===== src/rtl/sfu_pkg.sv =====
package sfu_pkg;
  localparam int SW_W   = 16;
  // vector indices (architectural bit 0 is index 15)
  localparam int IX_C   = 15;
  localparam int IX_P   = 14;
  localparam int IX_Z   = 13;
  localparam int IX_N   = 12;
  localparam int RSV_HI = 11;
  localparam int RSV_LO = 8;
  localparam int PS_HI  = 7;
  localparam int PS_LO  = 4;
  localparam int AS_HI  = 3;
  localparam int AS_LO  = 0;
  localparam int FT_PRIV = 5;   // fault bit 10
  localparam int FT_ASF  = 4;   // fault bit 11

  localparam logic [SW_W-1:0] RSV_MASK = 16'h0F00;

  typedef struct packed {
    logic c;
    logic p;
    logic z;
    logic n;
  } cc_t;
endpackage


===== src/rtl/sfu_cc_gen.sv =====
module sfu_cc_gen
  import sfu_pkg::*;
#(
  parameter int DW = 16
) (
  input  logic [DW-1:0] res_val,
  input  logic          res_carry,
  output cc_t           cc
);
  logic is_zero;
  logic is_neg;

  always_comb begin
    is_zero = (res_val == '0);
    is_neg  = res_val[DW-1];
    cc.c    = res_carry;
    cc.z    = is_zero;
    cc.n    = is_neg;
    cc.p    = !is_zero && !is_neg;
  end
endmodule


===== src/rtl/sfu_sw_reg.sv =====
module sfu_sw_reg
  import sfu_pkg::*;
#(
  parameter int AS_GROUPS = 4
) (
  input  logic            clk,
  input  logic            rst,
  input  logic            sw_we,
  input  logic [SW_W-1:0] sw_wdata,
  input  logic            res_vld,
  input  cc_t             cc_new,
  input  logic            priv_req,
  output logic [SW_W-1:0] sw_q,
  output logic            priv_ok,
  output logic            priv_abort,
  output logic            priv_fault,
  output logic            as_fault
);
  logic as_bad;
  logic ps_zero;
  logic wr_ok;

  generate
    if (AS_GROUPS >= 16) begin : g_all_groups
      assign as_bad = 1'b0;
    end else begin : g_part_groups
      assign as_bad = (int'(sw_wdata[AS_HI:AS_LO]) >= AS_GROUPS);
    end
  endgenerate

  assign ps_zero    = (sw_q[PS_HI:PS_LO] == '0);
  assign wr_ok      = sw_we && !as_bad;
  assign as_fault   = sw_we && as_bad;
  assign priv_fault = priv_req && !ps_zero;

  always_ff @(posedge clk) begin
    if (rst) begin
      sw_q       <= '0;
      priv_ok    <= 1'b0;
      priv_abort <= 1'b0;
    end else begin
      priv_ok    <= priv_req && ps_zero;
      priv_abort <= priv_fault;
      if (wr_ok) begin
        sw_q <= sw_wdata & ~RSV_MASK;
      end else if (res_vld) begin
        sw_q[IX_C] <= cc_new.c;
        sw_q[IX_P] <= cc_new.p;
        sw_q[IX_Z] <= cc_new.z;
        sw_q[IX_N] <= cc_new.n;
      end
    end
  end
endmodule


===== src/rtl/sfu_fault_reg.sv =====
module sfu_fault_reg
  import sfu_pkg::*;
#(
  parameter logic [SW_W-1:0] FLT_IMPL = 16'hFEF7
) (
  input  logic            clk,
  input  logic            rst,
  input  logic [SW_W-1:0] set_vec,
  input  logic            rd,
  output logic [SW_W-1:0] rdata,
  output logic            irq
);
  logic [SW_W-1:0] flt_q;
  logic [SW_W-1:0] flt_d;

  always_comb begin
    flt_d = (rd ? '0 : flt_q) | (set_vec & FLT_IMPL);
  end

  always_ff @(posedge clk) begin
    if (rst) begin
      flt_q <= '0;
      rdata <= '0;
      irq   <= 1'b0;
    end else begin
      flt_q <= flt_d;
      irq   <= |flt_d;
      if (rd) rdata <= flt_q;
    end
  end
endmodule


===== src/rtl/stat_fault_unit.sv =====
module stat_fault_unit
  import sfu_pkg::*;
#(
  parameter int               DW        = 16,
  parameter int               AS_GROUPS = 4,
  parameter logic [SW_W-1:0]  FLT_IMPL  = 16'hFEF7
) (
  input  logic          clk,
  input  logic          rst,
  input  logic          res_vld,
  input  logic [DW-1:0] res_val,
  input  logic          res_carry,
  input  logic          priv_req,
  input  logic          sw_we,
  input  logic [15:0]   sw_wdata,
  input  logic [15:0]   flt_set,
  input  logic          flt_rd,
  output logic [15:0]   sw_q,
  output logic          priv_ok,
  output logic          priv_abort,
  output logic [15:0]   flt_rdata,
  output logic          mach_err_irq
);
  cc_t             cc_new;
  logic            priv_fault;
  logic            as_fault;
  logic [SW_W-1:0] set_all;

  sfu_cc_gen #(.DW(DW)) u_cc (
    .res_val  (res_val),
    .res_carry(res_carry),
    .cc       (cc_new)
  );

  sfu_sw_reg #(.AS_GROUPS(AS_GROUPS)) u_sw (
    .clk       (clk),
    .rst       (rst),
    .sw_we     (sw_we),
    .sw_wdata  (sw_wdata),
    .res_vld   (res_vld),
    .cc_new    (cc_new),
    .priv_req  (priv_req),
    .sw_q      (sw_q),
    .priv_ok   (priv_ok),
    .priv_abort(priv_abort),
    .priv_fault(priv_fault),
    .as_fault  (as_fault)
  );

  always_comb begin
    set_all          = flt_set;
    set_all[FT_PRIV] = flt_set[FT_PRIV] | priv_fault;
    set_all[FT_ASF]  = flt_set[FT_ASF]  | as_fault;
  end

  sfu_fault_reg #(.FLT_IMPL(FLT_IMPL)) u_flt (
    .clk    (clk),
    .rst    (rst),
    .set_vec(set_all),
    .rd     (flt_rd),
    .rdata  (flt_rdata),
    .irq    (mach_err_irq)
  );
endmodule


===== config.mk =====
export PLATFORM = sky130hd
export DESIGN_NAME = stat_fault_unit
export DESIGN_NICKNAME = d
export VERILOG_FILES = /design/src/rtl/sfu_pkg.sv /design/src/rtl/sfu_cc_gen.sv /design/src/rtl/sfu_sw_reg.sv /design/src/rtl/sfu_fault_reg.sv /design/src/rtl/stat_fault_unit.sv
export SDC_FILE = /design/constraint.sdc
export NUM_CORES = 1
export LEC_CHECK = 0
export CORE_MARGIN = 2
export CORE_UTILIZATION = 60
export CTS_CLUSTER_DIAMETER = 80
export CTS_CLUSTER_SIZE = 20
export DETAILED_ROUTE_END_ITERATION = 12
export DONT_BUFFER_PORTS = 1
export PLACE_DENSITY = 0.81
export SYNTH_ARGS = -nofsm -noshare
export SYNTH_HDL_FRONTEND = slang
export SYNTH_SLANG_ARGS = --single-unit

===== constraint.sdc =====
create_clock -name clk -period 1.94 [get_ports clk]
set_clock_uncertainty 0.05 [all_clocks]
set_input_delay 0 -clock clk [delete_from_list [all_inputs] [get_ports clk]]
set_output_delay 0 -clock clk [all_outputs]
set_load 0.01 [all_outputs]

==> run metrics <==
status=finished, final reports clean; largest net degree at the start of global routing=48; GR Layer Usage met1=0.303; PnR Total Power=1.80 mW; Setup crit end kind=flop; Internal=1.39 mW; static leakage=0.905 nW; Starting Density=0.628; Peak VDD IR=0.765 mV; first-pass GRT wire length=7200 µm; final antenna diode count=0; CP delay by family, top=simple AND/OR/NAND/NOR gates; Yosys reg bits=47; combinational share of power=0.108; Max Root-Sink Buffers=2; Setup Fix Bufs, Post-CTS=0; vias in the first global route=1603; I/O pins=90; synthesized area per cell=9.48 µm²; Max stage delay cell, worst path=or4_4; GR Layer Usage met3=0.0748; clk_lat worst skew=0.35 ns; Sw Share=0.232; Syn Std Cell Area=1720 µm²; RSZ-0062 raised after global routing=no; vias per std cell=5.95; met2 Resource Use GR=0.508; Hold Crit Endpoint=u_flt.irq; Via Count=1482; Hold Startpoint=sw_we; reg2reg end=u_flt.irq; Placeable Area=2730 µm²; GR Overflow Total=0; Wirelength per Cell=17.7 µm; post-synthesis sequential area ratio=0.548; Synth async-reset ratio=0; Main synth FF type=dfxtp_1; Seq pwr share=0.587; IO buf count=0; critical-path cell list=or4_4 -> a221oi_2 -> a41oi_1; First-pass DRT Iterations=4; flop-to-flop setup slack=0.37 ns; total wire length=4420 µm; worst endpoint required time=2.11 ns; Max Fclk=636 MHz; Net Sw Power=0.419 mW; WHS Path Cells=3; Die X=57.5 µm; Final ANT Viol Nets=0; root buf cell=clkbuf_4; r2r worst-path depth=3; layout cells sized above 1=0.0459; Layout Nets=273; FP Rows=19; final core utilization=0.801; gr busiest metal=met2; clock network power share=0.305; Cell Pwr Density=824 nW/µm²; Crit Path Class=reg -> reg; fin. max-slew vios=0; Final setup viols=0; clock-pin slew of the registers on the worst-case setup and hold paths=0.13 ns; setup TNS=0 ns; Post-synth EDFFs=0; Die Footprint=3310 µm²; Yosys cell types=28; H-tree lvl count=2; Max FO, Critical Path=3; drt first-iter violations=92; Area growth syn-to-layout=27.6%; Syn Inst Count=181; initial antenna violation count=0; Fin. Hold Viols=0; RR Startpoint=u_sw.sw_q[4]; GRT Total Usage=0.285; CP max stage delay=0.57 ns; worst slew pin tran=1.04 ns; DRC=0; CP startpoint kind=flop; Final Cycle Share=0.810; dpl hpwl=2470 µm; clock tree sinks=47; WP buf/inv=0; Max-Cap Viols=0; Routability Congestion=0.839; Arr. time, crit path=1.75 ns; Die Y=57.5 µm; Slew headroom=0.309; yosys warns=0; TritonCTS clock tree=done; Final min period=1.57 ns; Num CTS Buffers=5; Hold Path Class=in -> reg
## per-stage QoR
| step | cell area [µm²] | instances | hold WS (ns) | worst slack [ns] |
|---|---|---|---|---|
| 6_report | 2190 | 249 | 0.0343 | 0.368 |
| 3_5_place_dp | 1700 | 201 | 0.0250 | 0.408 |
| 2_1_floorplan | 1730 | 184 | 0.0674 | 0.500 |
| 3_3_place_gp | 1700 | 201 | 0.0227 | 0.451 |
| 4_1_cts | 2190 | 249 | 0.0410 | 0.0729 |
| 5_1_grt | 2190 | 249 | 0.0679 | 0.302 |
## logic make-up after synthesis
kind of cell | count (synthesis) | share of synthesized area
simple gates | 73 | 0.204
other cells | 1 | 0.00218
buf+inv | 15 | 0.0430
mux | 18 | 0.105
flops | 47 | 0.548
compound gates | 27 | 0.0977
## final cells by class
class / instances / area, µm²
flip-flops and latches: 47 / 941
multi-input cells: 122 / 713
fillers: 169 / 543
repair buffers: 41 / 423
clock buffers: 6 / 41.3
well taps: 31 / 38.8
clock inverters: 1 / 30.0
inverters: 1 / 3.75
## synth_stat cells, types with 2 or more instances
| master | n | area [µm²] |
|---|---|---|
| mux2i_1 | 18 | 180 |
| nand2_1 | 14 | 52.6 |
| nor3b_1 | 5 | 37.5 |
| a21oi_1 | 18 | 90.1 |
| nor2_1 | 36 | 135 |
| clkbuf_1 | 7 | 26.3 |
| buf_2 | 2 | 10.0 |
| nor3_1 | 2 | 10.0 |
| buf_4 | 4 | 30.0 |
| a211oi_1 | 4 | 30.0 |
| dfxtp_1 | 47 | 941 |
| nor4_1 | 8 | 50.1 |
## worst max path at each step
stage	to	startpoint	cells after the start	slack, ns
detailed placement	u_flt.irq	u_sw.sw_q[4]	3	0.41
global placement	u_flt.irq	u_sw.sw_q[4]	3	0.45
CTS	u_flt.rdata[13]	flt_rd	4	0.07
floorplan	u_flt.irq	u_sw.sw_q[4]	3	0.50
global route	u_flt.rdata[13]	flt_rd	4	0.30
finish	u_flt.irq	u_sw.sw_q[4]	3	0.37
## power by group through the flow
stage	clock, mW	combinational, mW	sequential (mW)
final	0.550	0.196	1.06
after global routing	0.588	0.214	1.07
after CTS	0.559	0.187	1.06
after detailed placement	0	0.0970	1.08
after global placement	0	0.0911	1.08
after floorplan	0	0.110	1.07
## sequential cells by signal (all words and copies together) (netlist names)
name	cells
u_flt.flt_q	16
u_flt.rdata	16
u_sw.sw_q	12
u_flt.irq	1
u_sw.priv_abort	1
u_sw.priv_ok	1
## timing repair
| item | 4_1_cts | 5_1_grt |
|---|---|---|
| endpoints found under the setup margin | 0 | 1 |
| hold buffers | 41 | 0 |
| resized for setup | 0 | 1 |
| endpoints found under the hold margin | 47 | 0 |
## cells in the final DEF (no fill, tap or decap), drive strengths merged, types with 2 or more instances in the layout
| master | count |
|---|---|
| conb | 4 |
| nand2 | 14 |
| nor3 | 2 |
| mux2i | 18 |
| dlygate4sd3 | 39 |
| nor2 | 36 |
| nor4 | 8 |
| nor3b | 5 |
| a211oi | 4 |
| a21oi | 18 |
| clkbuf | 6 |
| dfxtp | 47 |
## metal layers
metal  part of all wire  vias up
li1                   -      695
met1               0.37      680
met2               0.52       89
met3              0.083       18
met4              0.035        0
met5                  0        -
## worst min-delay path, cell delays in order
cell	delay [ns]
nor2b_1	0.14
a211oi_1	0.07
a41oi_1	0.18
No activity file was read; power rests on OpenSTA's default activity.
